==> config.mk <==
export PLATFORM = sky130hd
export DESIGN_NAME = csadc_regif
export DESIGN_NICKNAME = d
export VERILOG_FILES = /design/src/rtl/csadc_pkg.sv /design/src/rtl/csadc_unlock.sv /design/src/rtl/csadc_conv_ctl.sv /design/src/rtl/csadc_regif.sv
export SDC_FILE = /design/constraint.sdc
export NUM_CORES = 1
export LEC_CHECK = 0
export BUFFER_PORTS_ARGS = -buffer_cell sky130_fd_sc_hd__buf_2
export CAP_MARGIN = 5
export CORE_AREA = 2 2 89 91
export CTS_CLUSTER_DIAMETER = 80
export CTS_CLUSTER_SIZE = 30
export DETAILED_ROUTE_END_ITERATION = 6
export DIE_AREA = 0 0 91 93
export PLACE_DENSITY = 0.75
export SLEW_MARGIN = 20
export SYNTH_ARGS = -nofsm -noshare
export SYNTH_HDL_FRONTEND = slang
export SYNTH_SLANG_ARGS = --single-unit
export TNS_END_PERCENT = 50
==> constraint.sdc <==
create_clock -name clk -period 1.5 [get_ports clk]
set_input_delay 0.225 -clock clk [delete_from_list [all_inputs] [get_ports clk]]
set_output_delay 0.225 -clock clk [all_outputs]
set_load 0.005 [all_outputs]
==> src/rtl/csadc_pkg.sv <==
package csadc_pkg;
   localparam logic [7:0] A_REV     = 8'h01;
   localparam logic [7:0] A_PTYPE   = 8'h04;
   localparam logic [7:0] A_PSUB    = 8'h05;
   localparam logic [7:0] A_STATUS  = 8'h08;
   localparam logic [7:0] A_MODE    = 8'h40;
   localparam logic [7:0] A_ENABLE  = 8'h46;
   localparam logic [7:0] A_CHAN    = 8'h48;
   localparam logic [7:0] A_DECIM   = 8'h50;
   localparam logic [7:0] A_SETTLE  = 8'h51;
   localparam logic [7:0] A_REQ     = 8'h52;
   localparam logic [7:0] A_AVG     = 8'h5A;
   localparam logic [7:0] A_FASTAVG = 8'h5B;
   localparam logic [7:0] A_RESULT  = 8'h60;
   localparam logic [7:0] A_KEY     = 8'hD0;
   localparam logic [7:0] A_RSTCTL  = 8'hDA;
   localparam logic [7:0] A_DEVIATE = 8'hF4;

   localparam logic [7:0] KEY_BYTE  = 8'hA5;
   localparam logic [7:0] ID_REV    = 8'h01;
   localparam logic [7:0] ID_PTYPE  = 8'h08;
   localparam logic [7:0] ID_PSUB   = 8'h03;
endpackage

==> src/rtl/csadc_unlock.sv <==
module csadc_unlock
   import csadc_pkg::*;
#(
   parameter int ADDR_W = 8,
   parameter int DATA_W = 8
) (
   input  logic              clk,
   input  logic              rst_n,
   input  logic [ADDR_W-1:0] addr_i,
   input  logic [DATA_W-1:0] wdata_i,
   input  logic              wr_i,
   input  logic              rd_i,
   output logic              armed_o
);
   logic key_hit;
   logic any_acc;

   assign any_acc = wr_i | rd_i;
   assign key_hit = wr_i && (addr_i == A_KEY) && (wdata_i == KEY_BYTE);

   always_ff @(posedge clk or negedge rst_n) begin
      if (!rst_n)       armed_o <= 1'b0;
      else if (any_acc) armed_o <= key_hit;
   end

   assert_unlock_one_shot_R11: assert property (@(posedge clk) disable iff (!rst_n)
      (armed_o && rd_i) |=> !armed_o);
   assert_unlock_idle_hold_R10: assert property (@(posedge clk) disable iff (!rst_n)
      (!wr_i && !rd_i) |=> $stable(armed_o));
endmodule

==> src/rtl/csadc_conv_ctl.sv <==
module csadc_conv_ctl #(
   parameter int CHAN_W = 3,
   parameter int RES_W  = 16
) (
   input  logic              clk,
   input  logic              rst_n,
   input  logic              req_i,
   input  logic              en_i,
   input  logic [CHAN_W-1:0] chan_i,
   input  logic              done_i,
   input  logic [RES_W-1:0]  sample_i,
   output logic              start_o,
   output logic [CHAN_W-1:0] chan_o,
   output logic              pending_o,
   output logic              eoc_o,
   output logic [RES_W-1:0]  result_o
);
   logic accept;
   logic finish;

   assign accept = req_i & en_i & ~pending_o;
   assign finish = done_i & pending_o;

   always_ff @(posedge clk or negedge rst_n) begin
      if (!rst_n) begin
         start_o   <= 1'b0;
         chan_o    <= '0;
         pending_o <= 1'b0;
         eoc_o     <= 1'b0;
         result_o  <= '0;
      end else begin
         start_o <= accept;
         if (accept) begin
            chan_o    <= chan_i;
            pending_o <= 1'b1;
            eoc_o     <= 1'b0;
         end else if (finish) begin
            pending_o <= 1'b0;
            eoc_o     <= 1'b1;
            result_o  <= sample_i;
         end
      end
   end

   assert_start_single_R4: assert property (@(posedge clk) disable iff (!rst_n)
      start_o |=> !start_o);
   assert_start_state_R4: assert property (@(posedge clk) disable iff (!rst_n)
      start_o |-> (pending_o && !eoc_o));
   assert_start_needs_enable_R5: assert property (@(posedge clk) disable iff (!rst_n)
      $rose(pending_o) |-> $past(en_i));
   assert_done_completes_R6: assert property (@(posedge clk) disable iff (!rst_n)
      (pending_o && done_i && !req_i) |=> (eoc_o && !pending_o));
   assert_stray_done_R9: assert property (@(posedge clk) disable iff (!rst_n)
      (!pending_o && !accept) |=> $stable(result_o));
   assert_no_restart_R8: assert property (@(posedge clk) disable iff (!rst_n)
      pending_o |=> !start_o);
endmodule

==> src/rtl/csadc_regif.sv <==
module csadc_regif
   import csadc_pkg::*;
#(
   parameter int         ADDR_W    = 8,
   parameter int         DATA_W    = 8,
   parameter int         CHAN_W    = 3,
   parameter int         RES_W     = 16,
   parameter bit         RDATA_REG = 1'b1,
   parameter logic [7:0] DEV_BYTE  = 8'h85
) (
   input  logic              clk,
   input  logic              rst_n,
   input  logic [ADDR_W-1:0] bus_addr,
   input  logic [DATA_W-1:0] bus_wdata,
   input  logic              bus_wr,
   input  logic              bus_rd,
   output logic [DATA_W-1:0] bus_rdata,
   output logic              conv_start,
   output logic [CHAN_W-1:0] conv_chan,
   input  logic              conv_done,
   input  logic [RES_W-1:0]  conv_sample,
   output logic              irq
);
   localparam int RES_BYTES = RES_W / 8;

   if (ADDR_W != 8) begin : g_bad_addr
      $error("csadc_regif: ADDR_W must be 8");
   end
   if (DATA_W != 8) begin : g_bad_data
      $error("csadc_regif: DATA_W must be 8");
   end
   if ((RES_W % 8) != 0 || RES_BYTES < 1 || RES_BYTES > 4) begin : g_bad_res
      $error("csadc_regif: RES_W must be 8, 16, 24 or 32");
   end
   if (CHAN_W < 1 || CHAN_W > 8) begin : g_bad_chan
      $error("csadc_regif: CHAN_W must be 1..8");
   end

   logic [7:0] mode_q, chan_q, decim_q, settle_q, avg_q, rstctl_q;
   logic       en_q, fastavg_q;
   logic       armed;
   logic       pending, eoc;
   logic [RES_W-1:0] result;
   logic [7:0] rd_mux;
   logic       req_wr;

   csadc_unlock #(.ADDR_W(ADDR_W), .DATA_W(DATA_W)) u_unlock (
      .clk     (clk),
      .rst_n   (rst_n),
      .addr_i  (bus_addr),
      .wdata_i (bus_wdata),
      .wr_i    (bus_wr),
      .rd_i    (bus_rd),
      .armed_o (armed)
   );

   assign req_wr = bus_wr && (bus_addr == A_REQ) && bus_wdata[7];

   csadc_conv_ctl #(.CHAN_W(CHAN_W), .RES_W(RES_W)) u_conv (
      .clk       (clk),
      .rst_n     (rst_n),
      .req_i     (req_wr),
      .en_i      (en_q),
      .chan_i    (chan_q[CHAN_W-1:0]),
      .done_i    (conv_done),
      .sample_i  (conv_sample),
      .start_o   (conv_start),
      .chan_o    (conv_chan),
      .pending_o (pending),
      .eoc_o     (eoc),
      .result_o  (result)
   );

   assign irq = eoc;

   always_ff @(posedge clk or negedge rst_n) begin
      if (!rst_n) begin
         mode_q    <= '0;
         chan_q    <= '0;
         decim_q   <= '0;
         settle_q  <= '0;
         avg_q     <= '0;
         rstctl_q  <= '0;
         en_q      <= 1'b0;
         fastavg_q <= 1'b0;
      end else if (bus_wr) begin
         unique case (bus_addr)
            A_MODE:    mode_q    <= bus_wdata;
            A_CHAN:    chan_q    <= bus_wdata;
            A_DECIM:   decim_q   <= bus_wdata;
            A_SETTLE:  settle_q  <= bus_wdata;
            A_AVG:     avg_q     <= bus_wdata;
            A_ENABLE:  en_q      <= bus_wdata[7];
            A_FASTAVG: fastavg_q <= bus_wdata[7];
            A_RSTCTL:  if (armed) rstctl_q <= bus_wdata;
            default: ;
         endcase
      end
   end

   always_comb begin
      rd_mux = 8'h00;
      unique case (bus_addr)
         A_REV:     rd_mux = ID_REV;
         A_PTYPE:   rd_mux = ID_PTYPE;
         A_PSUB:    rd_mux = ID_PSUB;
         A_STATUS:  rd_mux = {6'b0, pending, eoc};
         A_MODE:    rd_mux = mode_q;
         A_ENABLE:  rd_mux = {en_q, 7'b0};
         A_CHAN:    rd_mux = chan_q;
         A_DECIM:   rd_mux = decim_q;
         A_SETTLE:  rd_mux = settle_q;
         A_AVG:     rd_mux = avg_q;
         A_FASTAVG: rd_mux = {fastavg_q, 7'b0};
         A_RSTCTL:  rd_mux = armed ? rstctl_q : 8'h00;
         A_DEVIATE: rd_mux = DEV_BYTE;
         default:   rd_mux = 8'h00;
      endcase
      for (int i = 0; i < RES_BYTES; i++) begin
         if (bus_addr == 8'(A_RESULT + i)) rd_mux = result[i*8 +: 8];
      end
   end

   if (RDATA_REG) begin : g_rd_reg
      always_ff @(posedge clk or negedge rst_n) begin
         if (!rst_n)      bus_rdata <= '0;
         else if (bus_rd) bus_rdata <= rd_mux;
      end
   end else begin : g_rd_comb
      assign bus_rdata = bus_rd ? rd_mux : '0;
   end

   assert_irq_clear_on_start_R7: assert property (@(posedge clk) disable iff (!rst_n)
      $fell(irq) |-> conv_start);
   assert_irq_sticky_R7: assert property (@(posedge clk) disable iff (!rst_n)
      (irq && !req_wr) |=> irq);
   assert_rstctl_guard_R11: assert property (@(posedge clk) disable iff (!rst_n)
      !armed |=> $stable(rstctl_q));
   assert_status_exclusive_R6: assert property (@(posedge clk) disable iff (!rst_n)
      !(pending && eoc));
endmodule

After elaboration in Yosys (flattened, before gate mapping)
Index checks and enable logic that the tools add are counted.
{"block": "op_classes", "eq_ne": 18, "n_mux": 8, "bitwise": 6, "n_reduce_logical": 14}
{"cell": "8-bit one-hot mux with 13 select lines", "count": 1}
{"cell": "8-bit by 7-bit == test with 1-bit output, second input constant", "count": 10}
{"cell": "8-bit == test, second input constant", "count": 4}
{"cell": "8-bit two-way mux", "count": 3}
{"cell": "8-bit by 3-bit == test with 1-bit output, second input constant", "count": 2}
{"cell": "2-bit AND reduction", "count": 8}
{"cell": "8-bit by 1-bit == test with 1-bit output, second input constant", "count": 1}
{"cell": "8-bit by 4-bit == test with 1-bit output, second input constant", "count": 1}
{"cell": "1-bit logical AND", "count": 4}
{"cell": "1-bit two-way mux", "count": 4}
{"cell": "1-bit bitwise AND", "count": 3}
{"cell": "3-bit AND reduction", "count": 1}
{"cell": "1-bit inverter", "count": 2}
{"cell": "2-bit nonzero test", "count": 1}
{"cell": "1-bit OR", "count": 1}
{"block": "word_totals", "register_bits": 81, "input_bits": 37, "out_inout_bits": 13, "elab_cells": 61}

Logic depth before layout (Yosys ltp)
{"block": "depth", "ltp_word": 7, "depth_mapped": 8, "mapped_depth_nobuf": 5}

By module
Synthesis repeated with hierarchy kept, for this count alone.
{"block": "unflattened", "cells_unflattened": 324, "hier_area_um2": 4150.2}
{"module": "csadc_regif", "n_inst": 1, "cells_per_inst": 265, "area_each_um2": 3185.6, "seq_area_each_um2": 1451.4}
{"module": "csadc_conv_ctl", "n_inst": 1, "cells_per_inst": 49, "area_each_um2": 872.1, "seq_area_each_um2": 550.5}
{"module": "csadc_unlock", "n_inst": 1, "cells_per_inst": 10, "area_each_um2": 92.6, "seq_area_each_um2": 25.0}

Worst setup path after synthesis
No wires, ideal clock.
{"block": "synth_timing", "path_type": "input-to-reg", "start": "in bus_addr[7]", "end": "reg u_conv.chan_o[0]", "arrival_ps": 1640, "slack_ps": -265, "path_stages": 7, "path_buffers": 3, "path_cell_list": "buf_2 and4bb_1 buf_4 nand4_1 or4_1 buf_2 mux2_4"}
{"block": "synth_between", "elab_chain_cells": 5}
{"element": "start, declared", "line_no": "csadc_regif.sv:13", "source": "input logic [ADDR_W-1:0] bus_addr,"}
{"element": "8-bit by 7-bit == test with 1-bit output", "line_no": "csadc_regif.sv:57", "source": "assign req_wr = bus_wr && (bus_addr == A_REQ) && bus_wdata[7];"}
{"element": "1-bit logical AND (2 in a row)", "line_no": "csadc_regif.sv:57"}
{"element": "1-bit bitwise AND (2 in a row)", "line_no": "csadc_conv_ctl.sv:21", "source": "assign accept = req_i & en_i & ~pending_o;"}
{"element": "end signal, assigned", "line_no": "csadc_conv_ctl.sv:34", "source": "chan_o <= chan_i;"}
{"element": "end, declared", "line_no": "csadc_conv_ctl.sv:13", "source": "output logic [CHAN_W-1:0] chan_o,"}
No other way between the ends.
A chain may end at the register's enable or synchronous reset.

Final worst setup path
{"block": "layout_timing", "start": "in bus_addr[5]", "end": "reg bus_rdata[1]"}
{"block": "layout_between", "elab_chain_cells": 4, "word_cells_on_any_way": 18, "classes_between": "15 x eq/ne; 3 x mux"}
{"element": "8-bit == test, or another cell as far along", "line_no": "csadc_regif.sv:103", "source": "unique case (bus_addr)"}
{"element": "8-bit one-hot mux with 13 select lines", "line_no": "csadc_regif.sv:103"}
{"element": "8-bit two-way mux", "line_no": "csadc_regif.sv:120", "source": "if (bus_addr == 8'(A_RESULT + i)) rd_mux = result[i*8 +: 8];"}
{"element": "8-bit two-way mux (*)", "line_no": "csadc_regif.sv:120"}
{"element": "end signal, assigned", "line_no": "csadc_regif.sv:127", "source": "else if (bus_rd) bus_rdata <= rd_mux;"}
{"element": "end, declared", "line_no": "csadc_regif.sv:17", "source": "output logic [DATA_W-1:0] bus_rdata,"}
Every way passes the cells marked *; elsewhere a longest branch is shown, timed or not.

==> results.cfg <==
[run_status]
status = completed

[cts]
cts_tree = yes
clock_sinks = 81
clk_path_buf_depth = 2
clkLatencyLatePin_ns = 0.37
h-tree-depth = 3
cts_buffers = 9
root_buffer = clkbuf_8
clkTransAtPathRegs_ns = 0.09

[logic_synthesis]
syn_nets = 342
synthCells = 305
synth_cell_types = 55
synth_common_cells = 81 x dfrtp_1, 67 x mux2_2, 16 x nand2_1, 12 x a21oi_1, 10 x o22ai_1
syn-cell-area_um2 = 3837
synth_edf_count = 0
synthArstFlopShare_pct = 100.0
yosys_warnings = 0
ys_ff_latch = 81
synthFlopType = dfrtp_1
yosysMostFrequentCell = dfrtp_1
avgSynthCellArea_um2 = 12.58
yosysTopAreaCellShare_pct = 52.82
yosys.area.top_type = dfrtp_1
synth_area_leaders = dfrtp_1 53%, mux2_2 20%, a22oi_1 1.8%, o22ai_1 1.6%, a21oi_1 1.6%
ys_seq_area_share_pct = 52.82

[min_path]
hp-start = conv_done
min_to = u_conv.pending_o
holdPathStages = 2
hold_path.class = in -> reg

[cells_and_area]
stdcell_count = 511
drive_above_1_share_pct = 50.61
syn2layout_area_growth_pct = 25.43
fin_nets = 441
n_antenna_cell = 0
fin_area_um2 = 4813

[power]
powerDensity_nw_per_um2 = 945.7
p_seq_share_pct = 51.8
netSwitchingFraction_pct = 25.60
p_int_mw = 3.386
clock_power_share_pct = 38.1
switchingPower_mw = 1.165
comb_power_share_pct = 10.1
peakVddDrop_mv = 0.4478
power_leakage_nw = 2.361

[timing]
rsz0062_at_grt = no
setup_violations = 0
fin_crit_sh_pct = 96.11
drv_slew = 0
worst_pin_slew_ns = 0.4522
max_freq_ghz = 0.6936
hold_viol_final = 0
relSlewSlack_pct = 69.78
finalClockSkew_ns = 0.008785
min_period_ns = 1.442

[setup_path]
path_buf_inv = 2
slowest_delay_ns = 0.48
cp.required_ns = 1.73
crit_chain = buf_2 -> and4bb_1 -> buf_4 -> a21oi_1 -> o22ai_1 -> a2111oi_1 -> a21oi_1
critPathArrivalTime_ns = 1.68
r2r_start = mode_q[1]
crit_family = compound AO/OA/AOI/OAI gates
worst_r2r_path_depth = 4
path_common_cell = a21oi_1
critPathLaunchType = input pin
worstSetupPathType = in -> reg
cp-end-kind = flip-flop
r2r_slack_ns = 0.06
critPathMaxFanout = 7
slowest_stage = a2111oi_1
rr_endpoint = bus_rdata[1]

[detailed_routing]
vias_per_cell = 6.076
drtAntennaViolNets = 0
drt-initial-drc-count = 226
num_vias = 3105
post_drt_wl_per_cell_um = 21.31
first_pass_iters = 4
drt_wl_total_um = 10890
drcViolationCount = 0

[place]
gp_congestion = 0.9070
dpl-instance-area_um2 = 4574
dp.cells = 494
numPortBuffers = 49
dp_hpwl_um = 8009

[die]
core-area_um2 = 7527
die_area_um2 = 8463
start_util_pct = 50.98
die_y_um = 93
ioPinCount = 50
die_w_um = 91
rows = 32

[global_route]
grt_pass1_vias = 3173
grt_usage_pct = 27.45
gr-total-overflow = 0
grt_antenna_before_repair = 0
grt_max_degree = 35
grt_pass1_wl_um = 17380

[run]
cap_violations = 0
[how the worst max path moves through the flow]
| stage | start | endpoint | slack [ns] | cells past startpoint |
|---|---|---|---|---|
| finish | bus_addr[5] | bus_rdata[1] | 0.06 | 7 |
| CTS | mode_q[1] | bus_rdata[1] | 0.04 | 4 |
| detailed placement | bus_addr[5] | bus_rdata[1] | -0.39 | 7 |
| global route | bus_addr[2] | settle_q[2] | 0.0007 | 5 |
| floorplan | bus_addr[5] | u_conv.chan_o[0] | -0.25 | 7 |
| global placement | bus_addr[5] | u_conv.chan_o[0] | -0.30 | 5 |
[per-layer routing]
layer	global-route usage [%]	share of wire, %
met1	36.02	43
met5	0	0
met4	15.40	4.8
met2	43.33	47
met3	4.996	5.3
[state kept, by name (all words and copies together) (netlist names)]
signal	count
bus_rdata	8
rstctl_q	8
u_unlock.armed_o	1
u_conv.eoc_o	1
u_conv.chan_o	3
u_conv.result_o	16
u_conv.start_o	1
en_q	1
settle_q	8
u_conv.pending_o	1
chan_q	8
decim_q	8
avg_q	8
mode_q	8
fastavg_q	1
[worst register-to-register path, delay by kind of cell (launching register included)]
family | cells | cell delay (ns)
flops | 1 | 0.38
compound gates | 4 | 0.92
[through the flow]
| step | power [mW] | setup WS [ns] | utilization [%] | hold WS [ns] | setup TNS, ns |
|---|---|---|---|---|---|
| after floorplan | 2.574 | -0.2493 | - | -0.07059 | -5.900 |
| after global placement | 2.833 | -0.3017 | 60.77 | 0.1675 | -13.29 |
| after detailed placement | 2.849 | -0.3902 | 60.77 | 0.1691 | -14.41 |
| after CTS | 4.559 | 0.04002 | 63.86 | 0.04839 | 0 |
| after global routing | 4.697 | 0.0006964 | 63.95 | 0.07351 | 0 |
| final | 4.552 | 0.05831 | 63.95 | 0.05404 | 0 |
[cell usage in the layout, fill, tap and decap left out, types with 3 or more instances in the layout]
master	synthesis	layout
dfrtp_1	81	81
mux2_2	67	67
buf_4	3	55
buf_2	5	48
nand2_1	16	15
a21oi_1	12	12
clkbuf_8	0	11
o22ai_1	10	10
a22oi_1	9	9
o21ai_0	8	7
nand3_1	7	7
and3_1	4	4
a221oi_1	4	4
nor4_1	3	3
and4_1	3	3
nor4bb_1	3	3
and2_1	3	3
a32o_1	3	3
nor2_1	4	3
a31oi_1	3	3
mux2_4	3	3
nand2_2	2	3
[cell type report]
cell class	count	area [µm²]
Clock buffer	11	151.4
Clock inverter	5	62.56
Sequential cell	81	2027
Timing Repair Buffer	106	703.2
Multi-Input combinational cell	204	1734
Fill cell	618	2714
Inverter	2	7.507
Tap cell	102	127.6
[cell families after synthesis]
| logic type | after synthesis | synth area share (%) |
|---|---|---|
| flip-flops | 81 | 52.82 |
| AO/OA/AOI/OAI | 59 | 10.34 |
| multiplexers | 71 | 21.10 |
| buffers and inverters | 20 | 2.641 |
| AND/OR/NAND/NOR | 74 | 13.11 |
[repair_timing]
item / in CTS / in global routing
hold buffers: 1 / 0
setup buffers: 0 / 0
pin swaps: 0 / 0
endpoints found under the hold margin: 27 / 0
resized for setup: 4 / 2
endpoints found under the setup margin: 6 / 12
cloned: 0 / 0
[power by group through the flow]
stage	clock [mW]	combinational (mW)	sequential, mW
after floorplan	0	0.200	2.37
after global placement	0	0.439	2.39
after detailed placement	0	0.451	2.40
after CTS	1.74	0.458	2.36
after global routing	1.83	0.500	2.37
final	1.73	0.459	2.36
Note: power is estimated with default switching activity, not from simulation.
